===== src/rtl/rgb_raster_pkg.sv =====
package rgb_raster_pkg;
  localparam int CNT_W  = 12;
  localparam int DATA_W = 16;
  localparam int ADDR_W = 4;
  localparam int NTIME  = 8;

  typedef enum logic [ADDR_W-1:0] {
    A_CTRL   = 4'd0,
    A_LINE   = 4'd9,
    A_RELOAD = 4'd10,
    A_STATUS = 4'd11
  } regAddr_e;

  typedef struct packed {
    logic [CNT_W-1:0] hSyncEnd;
    logic [CNT_W-1:0] hBpEnd;
    logic [CNT_W-1:0] hActEnd;
    logic [CNT_W-1:0] hTotEnd;
    logic [CNT_W-1:0] vSyncEnd;
    logic [CNT_W-1:0] vBpEnd;
    logic [CNT_W-1:0] vActEnd;
    logic [CNT_W-1:0] vTotEnd;
  } timing_t;

  typedef struct packed {
    logic run;
    logic hsHigh;
    logic vsHigh;
  } ctlStrobe_t;

  typedef struct packed {
    logic vblankEvt;
    logic hsActive;
    logic vsActive;
    logic de;
  } dpStatus_t;
endpackage


===== src/rtl/rgb_raster_ctrl.sv =====
module rgb_raster_ctrl
  import rgb_raster_pkg::*;
#(
  parameter timing_t INIT = '0
) (
  input  logic              clk,
  input  logic              rstN,
  input  logic              wrEn,
  input  logic [ADDR_W-1:0] wrAddr,
  input  logic [DATA_W-1:0] wrData,
  input  logic [ADDR_W-1:0] rdAddr,
  output logic [DATA_W-1:0] rdData,
  input  dpStatus_t         dpStat,
  output ctlStrobe_t        strobe,
  output timing_t           tmOut,
  output logic [CNT_W-1:0]  irqLine
);
  logic [2:0]       ctrlR;
  logic             immPulse;
  logic             pending;
  logic [CNT_W-1:0] shadowR [NTIME];
  logic [CNT_W-1:0] activeR [NTIME];
  logic             copyNow;
  logic             reloadWr;
  timing_t          shadowPacked;

  assign reloadWr = wrEn && (wrAddr == A_RELOAD);
  assign copyNow  = immPulse || (dpStat.vblankEvt && pending);

  for (genvar i = 0; i < NTIME; i++) begin : g_timeReg
    localparam logic [CNT_W-1:0] RST_VAL = INIT[(NTIME-1-i)*CNT_W +: CNT_W];
    logic wrHit;
    assign wrHit = wrEn && (wrAddr == ADDR_W'(i + 1));
    always_ff @(posedge clk or negedge rstN) begin
      if (!rstN) begin
        shadowR[i] <= RST_VAL;
        activeR[i] <= RST_VAL;
      end else begin
        if (wrHit) shadowR[i] <= wrData[CNT_W-1:0];
        if (copyNow) activeR[i] <= shadowR[i];
      end
    end
  end

  always_ff @(posedge clk or negedge rstN) begin
    if (!rstN) begin
      ctrlR    <= '0;
      irqLine  <= '0;
      immPulse <= 1'b0;
      pending  <= 1'b0;
    end else begin
      if (wrEn && wrAddr == A_CTRL) ctrlR <= wrData[2:0];
      if (wrEn && wrAddr == A_LINE) irqLine <= wrData[CNT_W-1:0];
      immPulse <= reloadWr && wrData[0];
      if (dpStat.vblankEvt) pending <= 1'b0;
      if (reloadWr && wrData[1]) pending <= 1'b1;
    end
  end

  assign tmOut = {activeR[0], activeR[1], activeR[2], activeR[3],
                  activeR[4], activeR[5], activeR[6], activeR[7]};
  assign shadowPacked = {shadowR[0], shadowR[1], shadowR[2], shadowR[3],
                         shadowR[4], shadowR[5], shadowR[6], shadowR[7]};

  assign strobe.run    = ctrlR[0];
  assign strobe.hsHigh = ctrlR[1];
  assign strobe.vsHigh = ctrlR[2];

  always_comb begin
    rdData = '0;
    if (rdAddr >= ADDR_W'(1) && rdAddr <= ADDR_W'(NTIME)) begin
      rdData[CNT_W-1:0] = shadowR[rdAddr - ADDR_W'(1)];
    end else begin
      case (rdAddr)
        A_CTRL:   rdData[2:0] = ctrlR;
        A_LINE:   rdData[CNT_W-1:0] = irqLine;
        A_RELOAD: rdData[1:0] = {pending, immPulse};
        A_STATUS: rdData[2:0] = {dpStat.de, dpStat.hsActive, dpStat.vsActive};
        default:  rdData = '0;
      endcase
    end
  end

  // an immediate request loads the shadow set on the next edge
  a_r8_imm_copy: assert property (@(posedge clk) disable iff (!rstN)
    immPulse |=> (tmOut == $past(shadowPacked)));
  // the request flag lasts one cycle unless written again
  a_r8_imm_selfclear: assert property (@(posedge clk) disable iff (!rstN)
    (immPulse && !(reloadWr && wrData[0])) |=> !immPulse);
  // pending clears at vertical blanking start
  a_r9_pending_clear: assert property (@(posedge clk) disable iff (!rstN)
    (pending && dpStat.vblankEvt && !(reloadWr && wrData[1])) |=> !pending);
  // working set holds without a reload
  a_r9_hold: assert property (@(posedge clk) disable iff (!rstN)
    (!immPulse && !(pending && dpStat.vblankEvt)) |=> $stable(tmOut));
endmodule


===== src/rtl/rgb_raster_dp.sv =====
module rgb_raster_dp
  import rgb_raster_pkg::*;
#(
  parameter int DIV = 2
) (
  input  logic             clk,
  input  logic             rstN,
  input  timing_t          tm,
  input  ctlStrobe_t       strobe,
  input  logic [CNT_W-1:0] irqLine,
  output dpStatus_t        dpStat,
  output logic             pclkEn,
  output logic             hsync,
  output logic             vsync,
  output logic             de,
  output logic [CNT_W-1:0] hPos,
  output logic [CNT_W-1:0] vPos,
  output logic             lineIrq
);
  localparam int DIV_W = $clog2(DIV) + 1;
  localparam logic [DIV_W-1:0] DIV_LAST = DIV_W'(DIV - 1);

  logic [DIV_W-1:0] divCnt;
  logic [CNT_W-1:0] hCnt;
  logic [CNT_W-1:0] vCnt;
  logic             pixEn;
  logic             lineEnd;
  logic             hsAct;
  logic             vsAct;
  logic             hIn;
  logic             vIn;

  assign pixEn   = strobe.run && (divCnt == DIV_LAST);
  assign lineEnd = hCnt >= tm.hTotEnd;

  always_ff @(posedge clk or negedge rstN) begin
    if (!rstN) begin
      divCnt <= '0;
      hCnt   <= '0;
      vCnt   <= '0;
    end else if (!strobe.run) begin
      divCnt <= '0;
      hCnt   <= '0;
      vCnt   <= '0;
    end else begin
      divCnt <= pixEn ? '0 : divCnt + DIV_W'(1);
      if (pixEn) begin
        if (lineEnd) begin
          hCnt <= '0;
          vCnt <= (vCnt >= tm.vTotEnd) ? '0 : vCnt + CNT_W'(1);
        end else begin
          hCnt <= hCnt + CNT_W'(1);
        end
      end
    end
  end

  assign hsAct = strobe.run && (hCnt <= tm.hSyncEnd);
  assign vsAct = strobe.run && (vCnt <= tm.vSyncEnd);
  assign hIn   = (hCnt > tm.hBpEnd) && (hCnt <= tm.hActEnd);
  assign vIn   = (vCnt > tm.vBpEnd) && (vCnt <= tm.vActEnd);
  assign de    = strobe.run && hIn && vIn;
  assign hPos  = de ? hCnt - tm.hBpEnd - CNT_W'(1) : '0;
  assign vPos  = de ? vCnt - tm.vBpEnd - CNT_W'(1) : '0;
  assign hsync = strobe.hsHigh ? hsAct : ~hsAct;
  assign vsync = strobe.vsHigh ? vsAct : ~vsAct;
  assign pclkEn  = pixEn;
  assign lineIrq = pixEn && (hCnt == '0) && (vCnt == irqLine);

  assign dpStat.vblankEvt = pixEn && lineEnd && (vCnt == tm.vActEnd);
  assign dpStat.hsActive  = hsAct;
  assign dpStat.vsActive  = vsAct;
  assign dpStat.de        = de;

  // nothing moves while disabled
  a_r1_idle_off: assert property (@(posedge clk) disable iff (!rstN)
    !strobe.run |-> (!pclkEn && !de && !lineIrq));
  // counters hold between pixel steps
  a_r2_hold_between: assert property (@(posedge clk) disable iff (!rstN)
    (strobe.run && !pixEn) |=> ($stable(hCnt) && $stable(vCnt)));
  // line wraps after the last pixel
  a_r3_line_wrap: assert property (@(posedge clk) disable iff (!rstN)
    (pixEn && lineEnd) |=> (hCnt == '0));

  if (DIV > 1) begin : g_irqCheck
    // line interrupt lasts one clock
    a_r7_irq_single: assert property (@(posedge clk) disable iff (!rstN)
      lineIrq |=> !lineIrq);
  end
endmodule


===== src/rtl/rgb_raster_timer.sv =====
module rgb_raster_timer
  import rgb_raster_pkg::*;
#(
  parameter int DIV        = 2,
  parameter int H_SYNC_END = 1,
  parameter int H_BP_END   = 4,
  parameter int H_ACT_END  = 12,
  parameter int H_TOT_END  = 14,
  parameter int V_SYNC_END = 0,
  parameter int V_BP_END   = 2,
  parameter int V_ACT_END  = 6,
  parameter int V_TOT_END  = 7
) (
  input  logic        clk,
  input  logic        rstN,
  input  logic        wrEn,
  input  logic [3:0]  wrAddr,
  input  logic [15:0] wrData,
  input  logic [3:0]  rdAddr,
  output logic [15:0] rdData,
  output logic        pclkEn,
  output logic        hsync,
  output logic        vsync,
  output logic        de,
  output logic [11:0] hPos,
  output logic [11:0] vPos,
  output logic        lineIrq
);
  localparam timing_t INIT_T = '{
    hSyncEnd: CNT_W'(H_SYNC_END), hBpEnd: CNT_W'(H_BP_END),
    hActEnd:  CNT_W'(H_ACT_END),  hTotEnd: CNT_W'(H_TOT_END),
    vSyncEnd: CNT_W'(V_SYNC_END), vBpEnd: CNT_W'(V_BP_END),
    vActEnd:  CNT_W'(V_ACT_END),  vTotEnd: CNT_W'(V_TOT_END)};

  timing_t          tm;
  ctlStrobe_t       strobe;
  dpStatus_t        dpStat;
  logic [CNT_W-1:0] irqLine;

  rgb_raster_ctrl #(.INIT(INIT_T)) u_ctrl (
    .clk(clk), .rstN(rstN), .wrEn(wrEn), .wrAddr(wrAddr), .wrData(wrData),
    .rdAddr(rdAddr), .rdData(rdData), .dpStat(dpStat), .strobe(strobe),
    .tmOut(tm), .irqLine(irqLine));

  rgb_raster_dp #(.DIV(DIV)) u_dp (
    .clk(clk), .rstN(rstN), .tm(tm), .strobe(strobe), .irqLine(irqLine),
    .dpStat(dpStat), .pclkEn(pclkEn), .hsync(hsync), .vsync(vsync), .de(de),
    .hPos(hPos), .vPos(vPos), .lineIrq(lineIrq));
endmodule


===== config.mk =====
export PLATFORM = sky130hd
export DESIGN_NAME = rgb_raster_timer
export DESIGN_NICKNAME = d
export VERILOG_FILES = /design/src/rtl/rgb_raster_pkg.sv /design/src/rtl/rgb_raster_ctrl.sv /design/src/rtl/rgb_raster_dp.sv /design/src/rtl/rgb_raster_timer.sv
export SDC_FILE = /design/constraint.sdc
export NUM_CORES = 1
export LEC_CHECK = 0
export BUFFER_PORTS_ARGS = -buffer_cell sky130_fd_sc_hd__buf_2
export CORE_MARGIN = 1
export CORE_UTILIZATION = 45
export DETAILED_ROUTE_END_ITERATION = 7
export GPL_TIMING_DRIVEN = 0
export PLACE_DENSITY = 0.62
export SETUP_SLACK_MARGIN = 0.2
export SKIP_LAST_GASP = 1
export SLEW_MARGIN = 20
export SYNTH_ARGS = -nofsm -noshare
export SYNTH_HDL_FRONTEND = slang
export SYNTH_SLANG_ARGS = --single-unit

===== constraint.sdc =====
create_clock -name clk -period 2.35 [get_ports clk]
set_input_delay 0 -clock clk [delete_from_list [all_inputs] [get_ports clk]]
set_output_delay 0 -clock clk [all_outputs]
set_load 0.1 [all_outputs]

---- Word level (Yosys, flattened, before mapping) ----
Cells that the tools add are included.
W data, S select, Z words.
storage, ports and cells
  register bits after elaboration ......... 235
  latch bits .............................. 0
  bits in writable memories ............... 0
  bits in read-only memories .............. 0
  bits of input ports ..................... 27
  output and inout bits ................... 45
  logic and storage cells ................. 117
  memories ................................ 0
operators by class
  $add $sub $neg .......................... 8
  $mul .................................... 0
  divide/modulo/power cells ............... 0
  order comparisons ....................... 11
  equality and inequality tests ........... 18
  shift-type cells ........................ 0
  mux-type cells .......................... 22
  bitwise gates (word level) .............. 3
  reduce and logical (&&, ||, !) cells .... 32
operators with widths
  kind                     count
  $mux W12                 12
  $le A12 B12 Y1           4
  $bmux W12 S3             1
  $logic_and A1 B1 Y1      26
  $add A12 B1 Y12 const B  2
  $eq A12 B12 Y1           2
  $eq A4 B4 Y1 const B     6
  $ge A12 B12 Y1           2
  $gt A12 B12 Y1           2
  $sub A12 B1 Y12 const B  2
  $sub A12 B12 Y12         2
  $eq A4 B3 Y1 const B     4
  $logic_not A12 Y1        1
  $mux W9                  1
  $eq A4 B2 Y1 const B     2
  $logic_not A4 Y1         2
  $pmux W2 S4              1
  $ge A5 B4 Y1 const B     1
  $not A4 Y5               1
  $eq A4 B1 Y1 const B     1
  $ge A4 B1 Y1 const B     1
  $le A4 B4 Y1 const B     1
  $mux W1                  4
  $mux W2                  2
  other kinds (9)          11

---- Depth between registers and ports, before layout ----
  word-level depth ........................ 6
  mapped depth ............................ 11
  depth with buffers taken out ............ 10

---- Hierarchy ----
A second synthesis with hierarchy kept.
second synthesis, totals
  cell total of the unflattened synthesis .. 1219
  area, all modules ....................... 13849.5 µm²
modules (own cells, without submodules)
  module           instances  cells an instance  area an instance (µm²)  sequential area each (µm²)
  rgb_raster_ctrl  1          606                9069.9                  5262.5
  rgb_raster_dp    1          613                4779.6                  650.6

---- Worst setup path before layout ----
Ideal clock, no wire load.
  kind .................................... register to output
  from .................................... register u_ctrl.ctrlR[0]
  to ...................................... output port lineIrq
  arrival time ............................ 5032 ps
  data required time ...................... 2350 ps
  slack ................................... -2682 ps
  cell stages (with the launch flop) ...... 6
  path buffers ............................ 1
  path through ............................ dfrtp_1 > buf_2 > inv_1 > nor2_1 > nand4_1 > nor4_1
on the way
  cells in the longest elaborated chain, start to end .. 3
ends and longest elaborated chain
  what                              line                    RTL
  start, declared                   rgb_raster_ctrl.sv:18   logic [2:0] ctrlR;
  start signal, assigned            rgb_raster_ctrl.sv:52   if (wrEn && wrAddr == A_CTRL) ctrlR <= wrData[2:0];
  $logic_and A1 B1 Y1               rgb_raster_dp.sv:33     assign pixEn = strobe.run && (divCnt == DIV_LAST);
  net pclkEn                        rgb_raster_timer.sv:21  output logic pclkEn,
  $logic_and A1 B1 Y1 (2 in a row)  rgb_raster_dp.sv:68     assign lineIrq = pixEn && (hCnt == '0) && (vCnt == irqLine);
  end, declared                     rgb_raster_timer.sv:27  output logic lineIrq
The timed path passes the listed nets, and every way through them passes these cells.

---- Final worst setup path ----
  from .................................... register u_dp.hCnt[1]
  to ...................................... output port vPos[7]
on the way
  cells in the longest elaborated chain, start to end .. 5
  elaborated cells between the ends (all ways) .. 6
  those cells by class .................... order compare: 2; mux: 1; reduce/logical: 3
ends and longest elaborated chain
  what                                              line                    RTL
  start, declared                                   rgb_raster_dp.sv:24     logic [CNT_W-1:0] hCnt;
  start signal, assigned                            rgb_raster_dp.sv:52     hCnt <= hCnt + CNT_W'(1);
  $gt A12 B12 Y1 or $le A12 B12 Y1 (tied branches)  rgb_raster_dp.sv:60     assign hIn = (hCnt > tm.hBpEnd) && (hCnt <= tm.hActEnd);
  $logic_and A1 B1 Y1 *                             rgb_raster_dp.sv:60
  $logic_and A1 B1 Y1 * (2 in a row)                rgb_raster_dp.sv:62     assign de = strobe.run && hIn && vIn;
  $mux W12 *                                        rgb_raster_dp.sv:64     assign vPos = de ? vCnt - tm.vBpEnd - CNT_W'(1) : '0;
  end, declared                                     rgb_raster_timer.sv:26  output logic [11:0] vPos,
Every way passes the cells marked *; elsewhere a longest branch is shown, timed or not.

==> flow_summary_export.csv <==
group,metric,value,unit
cells_and_area,nNetsFinal,1550,
logic_synthesis,seq_area_frac_synth,0.421,
status,status,"complete, but fails checks",
power_and_ir_drop,pwr-share-comb,0.400,
global_routing,grt_usage,0.277,
logic_synthesis,synthCells,1226,
drt,vias,10526,
global_routing,grt_pass1_vias,10570,
global_routing,grt_overflow_total,0,
floorplanning,die-area,31900,um^2
power_and_ir_drop,p_per_area,877,nW/um^2
cts,clock_tree.root_cell,"clkbuf_16",
power_and_ir_drop,internal-power,10.5,mW
global_routing,grt_antenna_before_repair,1,
logic_synthesis,ys.flop_type,"dfrtp_1",
logic_synthesis,syn_area,14000,um^2
cts,ctsHtreeMaxLevel,1,
sta,rsz0062_at_grt,"yes",
sta,fin_crit_sh,1.41,
logic_synthesis,ys_types,65,
cts,clkSinkCount,235,
setup_path,critical-path-top-delay-family,"compound AO/OA/AOI/OAI gates",
setup_path,critPathLaunchType,"flop",
logic_synthesis,yosysWarnings,0,
placement,dp_hpwl,28.8,mm
cells_and_area,layout_commonest_cell,"dfrtp_1",
sta,slew_headroom,0.366,
global_routing,grtUsageMet2,0.445,
cts,clkLatencyLatePin,0.53,ns
run,cap_violations,0,
setup_path,cp_data_required_time,2.35,ns
setup_path,cpMostUsedCell,"buf_12",
setup_path,cp_max_fo,9,
power_and_ir_drop,ir_drop,0.549,mV
sta,final-setup-viol-count,152,
floorplanning,die-width,179,um
placement,place_congestion,0.878,
cells_and_area,final_cell_mix,"186 x dfrtp_1, 154 x mux2_2, 110 x inv_1, 85 x ha_1, 55 x buf_12",
drt,drc,0,
sta,setup_tns,-89.41,ns
setup_path,crit_chain,"ha_1 > nor2b_1 > o211ai_1 > a21oi_1 > o31a_1 > a2111o_1 > buf_12 > buf_16 > a31oi_4 > buf_12",
global_routing,busiest_layer,"met2",
cells_and_area,area_growth,34.1,%
power_and_ir_drop,switching_share,0.363,
drt,antenna_left,0,
logic_synthesis,synth_seq_cells,235,
cells_and_area,diodes,0,
floorplanning,rows,64,
setup_path,crit_path_max_incr_delay,0.50,ns
floorplanning,start_util,0.458,
floorplanning,die_h,179,um
setup_path,critPathSlowestCell,"dfrtp_2",
cts,cts_tree,"yes",
sta,maxSlewViolCount,0,
power_and_ir_drop,seq_power_share,0.358,
global_routing,grt_max_degree,99,
global_routing,grt_pass1_wl,64.7,mm
setup_path,critPathBufInv,3,
setup_path,critPathArrivalTime,3.30,ns
placement,io_buffers,62,
drt,drt_first_iter_violations,807,
cts,clk_pin_slew_worst_paths,0.07,ns
sta,fin_crit,3.30,ns
cells_and_area,drive_gt1_frac,0.434,
drt,wl_per_cell,23.6,um
sta,hold_viol,0,
cts,cts_buffers,25,
logic_synthesis,synth.avg_cell_area,11.4,um^2
drt,vias_per_cell,5.76,
sta,layout_setup_ws,-0.954,ns
setup_path,r2r_slack,-0.68,ns
drt,dr.pass1.iters,4,
power_and_ir_drop,p_switching,5.99,mW
hold_path,hold_path.class,"in2async",
floorplanning,num_io_pins,72,
floorplanning,core_region_area,30700,um^2
power_and_ir_drop,power_frac_clock,0.242,
placement,preCtsSetupSlack,-0.897,ns
setup_path,worstSetupPathType,"reg2out",
power_and_ir_drop,power.leakage,8.38,nW
cells_and_area,fill_cells,2357,
setup_path,critPathCaptureType,"output pin",
global_routing,grtUsageMet3,0.0531,
cts,cts.path.max_buffers,3,
logic_synthesis,synth_edf_count,0,
sta,max_freq,303,MHz
global_routing,grt_use_met1,0.379,
logic_synthesis,ys_async_sr_fraction,1.00,
sta,tightestPinTransition,0.951,ns
drt,wl,43.1,mm
status,violations,"negative setup slack",
sta,clock_skew,0.0176,ns
## synth_stat cells, types with 9 or more instances
| cell type | number | area [um^2] |
|---|---|---|
| dfrtp_1 | 209 | 5230 |
| mux2_2 | 168 | 1890 |
| inv_1 | 118 | 443 |
| ha_1 | 106 | 1330 |
| nor2_1 | 61 | 229 |
| nand2_1 | 52 | 195 |
| a21oi_1 | 41 | 205 |
| mux2_4 | 40 | 601 |
| o21ai_0 | 40 | 200 |
| nand4_1 | 31 | 194 |
| dfstp_2 | 26 | 683 |
| nor3_1 | 26 | 130 |
| mux4_2 | 24 | 541 |
| nor2b_1 | 22 | 138 |
| mux2i_1 | 20 | 200 |
| clkbuf_1 | 19 | 71.3 |
| xnor2_1 | 18 | 158 |
| nand2b_1 | 13 | 81.3 |
| buf_2 | 12 | 60.1 |
| nor3b_1 | 12 | 90.1 |
| nand3_1 | 11 | 55.1 |
| xor2_1 | 10 | 87.6 |
| a21o_1 | 9 | 67.6 |
## final timing paths
path / startpoint / endpoint / cells past startpoint
worst max-delay path: u_dp.hCnt[1] / vPos[7] / 10
worst min-delay path: rstN / u_dp.vCnt[10] / 2
worst max register to register: u_dp.hCnt[7] / u_ctrl.tmOut[77] / 15
worst min register to register: u_dp.divCnt[0] / u_dp.divCnt[0] / 1
max in group asynchronous: rstN / u_ctrl.tmOut[54] / 4
min in group clk: wrAddr[0] / u_ctrl.pending / 5
## worst reg2reg max path, stage by stage (launching register included)
cell     delay (ns)
dfrtp_2        0.43
buf_12         0.14
buf_6          0.11
buf_8          0.12
ha_4           0.27
nand4_1        0.13
o21ai_1        0.16
o221a_2        0.28
o21ai_4        0.09
o31a_1         0.27
buf_6          0.13
buf_6          0.12
buf_12         0.15
buf_12         0.13
buf_12         0.13
mux2_2         0.27
## repair_timing
| item | in CTS | in global routing |
|---|---|---|
| setup buffers | 60 | 7 |
| hold buffers | 15 | 0 |
| pin swaps | 39 | 31 |
| cloned | 13 | 0 |
| hold endpoints to repair | 218 | 0 |
| endpoints found under the setup margin | 161 | 162 |
| gates resized for setup | 296 | 54 |
## registers in the layout, summed over array words and instances, names as in the netlist
signal / cells
u_ctrl.tmOut: 96
u_ctrl.immPulse: 1
u_dp.vCnt: 12
u_ctrl.ctrlR: 3
u_ctrl.irqLine: 12
u_ctrl.shadowPacked: 96
u_dp.hCnt: 12
u_ctrl.pending: 1
u_dp.divCnt: 2
## metal layers
layer	share of wire	routed length, um	vias up
met3	0.074	3200	67
met4	0.027	1170	0
met2	0.47	20100	370
li1	-	-	4806
met1	0.43	18600	5283
met5	0	0	-
## power by group through the flow
| stage | clock network (mW) | registers (mW) | logic (mW) |
|---|---|---|---|
| global route | 4.22 | 6.05 | 7.08 |
| CTS | 4.04 | 5.89 | 6.24 |
| global placement | 0 | 5.91 | 5.28 |
| detailed placement | 0 | 5.96 | 5.38 |
| floorplan | 0 | 5.64 | 4.25 |
| finish | 3.99 | 5.92 | 6.61 |
## per-stage QoR
step,area (um^2),hold slack (ns),cells,power [mW],util
floorplan,14700,-0.296,1229,9.89,-
global placement,15500,0.283,1687,11.2,0.505
detailed placement,15500,-0.0200,1689,11.3,0.507
CTS,18500,0.00157,1822,16.2,0.603
global route,18800,0.0442,1829,17.3,0.614
finish,18800,0.00699,1829,16.5,0.614
## kinds of logic after synthesis
kind of cell	count (synthesis)	synth area share
DFF	235	0.421
muxes	252	0.230
xor gates and xnor gates	28	0.0175
other	1	0.000267
adders and majority gates	108	0.0974
buffers and inverters	163	0.0522
AOI/OAI and AO/OA	174	0.0835
and+or+nand+nor	265	0.0974
## area by class of cell
class,count,area (um^2),area share
Inverter,118,455,0.0242
Tap cell,396,495,0.0263
Sequential cell,235,5940,0.316
Timing Repair Buffer,158,2120,0.112
Buffer,45,518,0.0275
Clock buffer,34,669,0.0356
Clock inverter,11,139,0.00738
Multi-Input combinational cell,832,8490,0.451
Note: power is estimated with default switching activity, not from simulation.
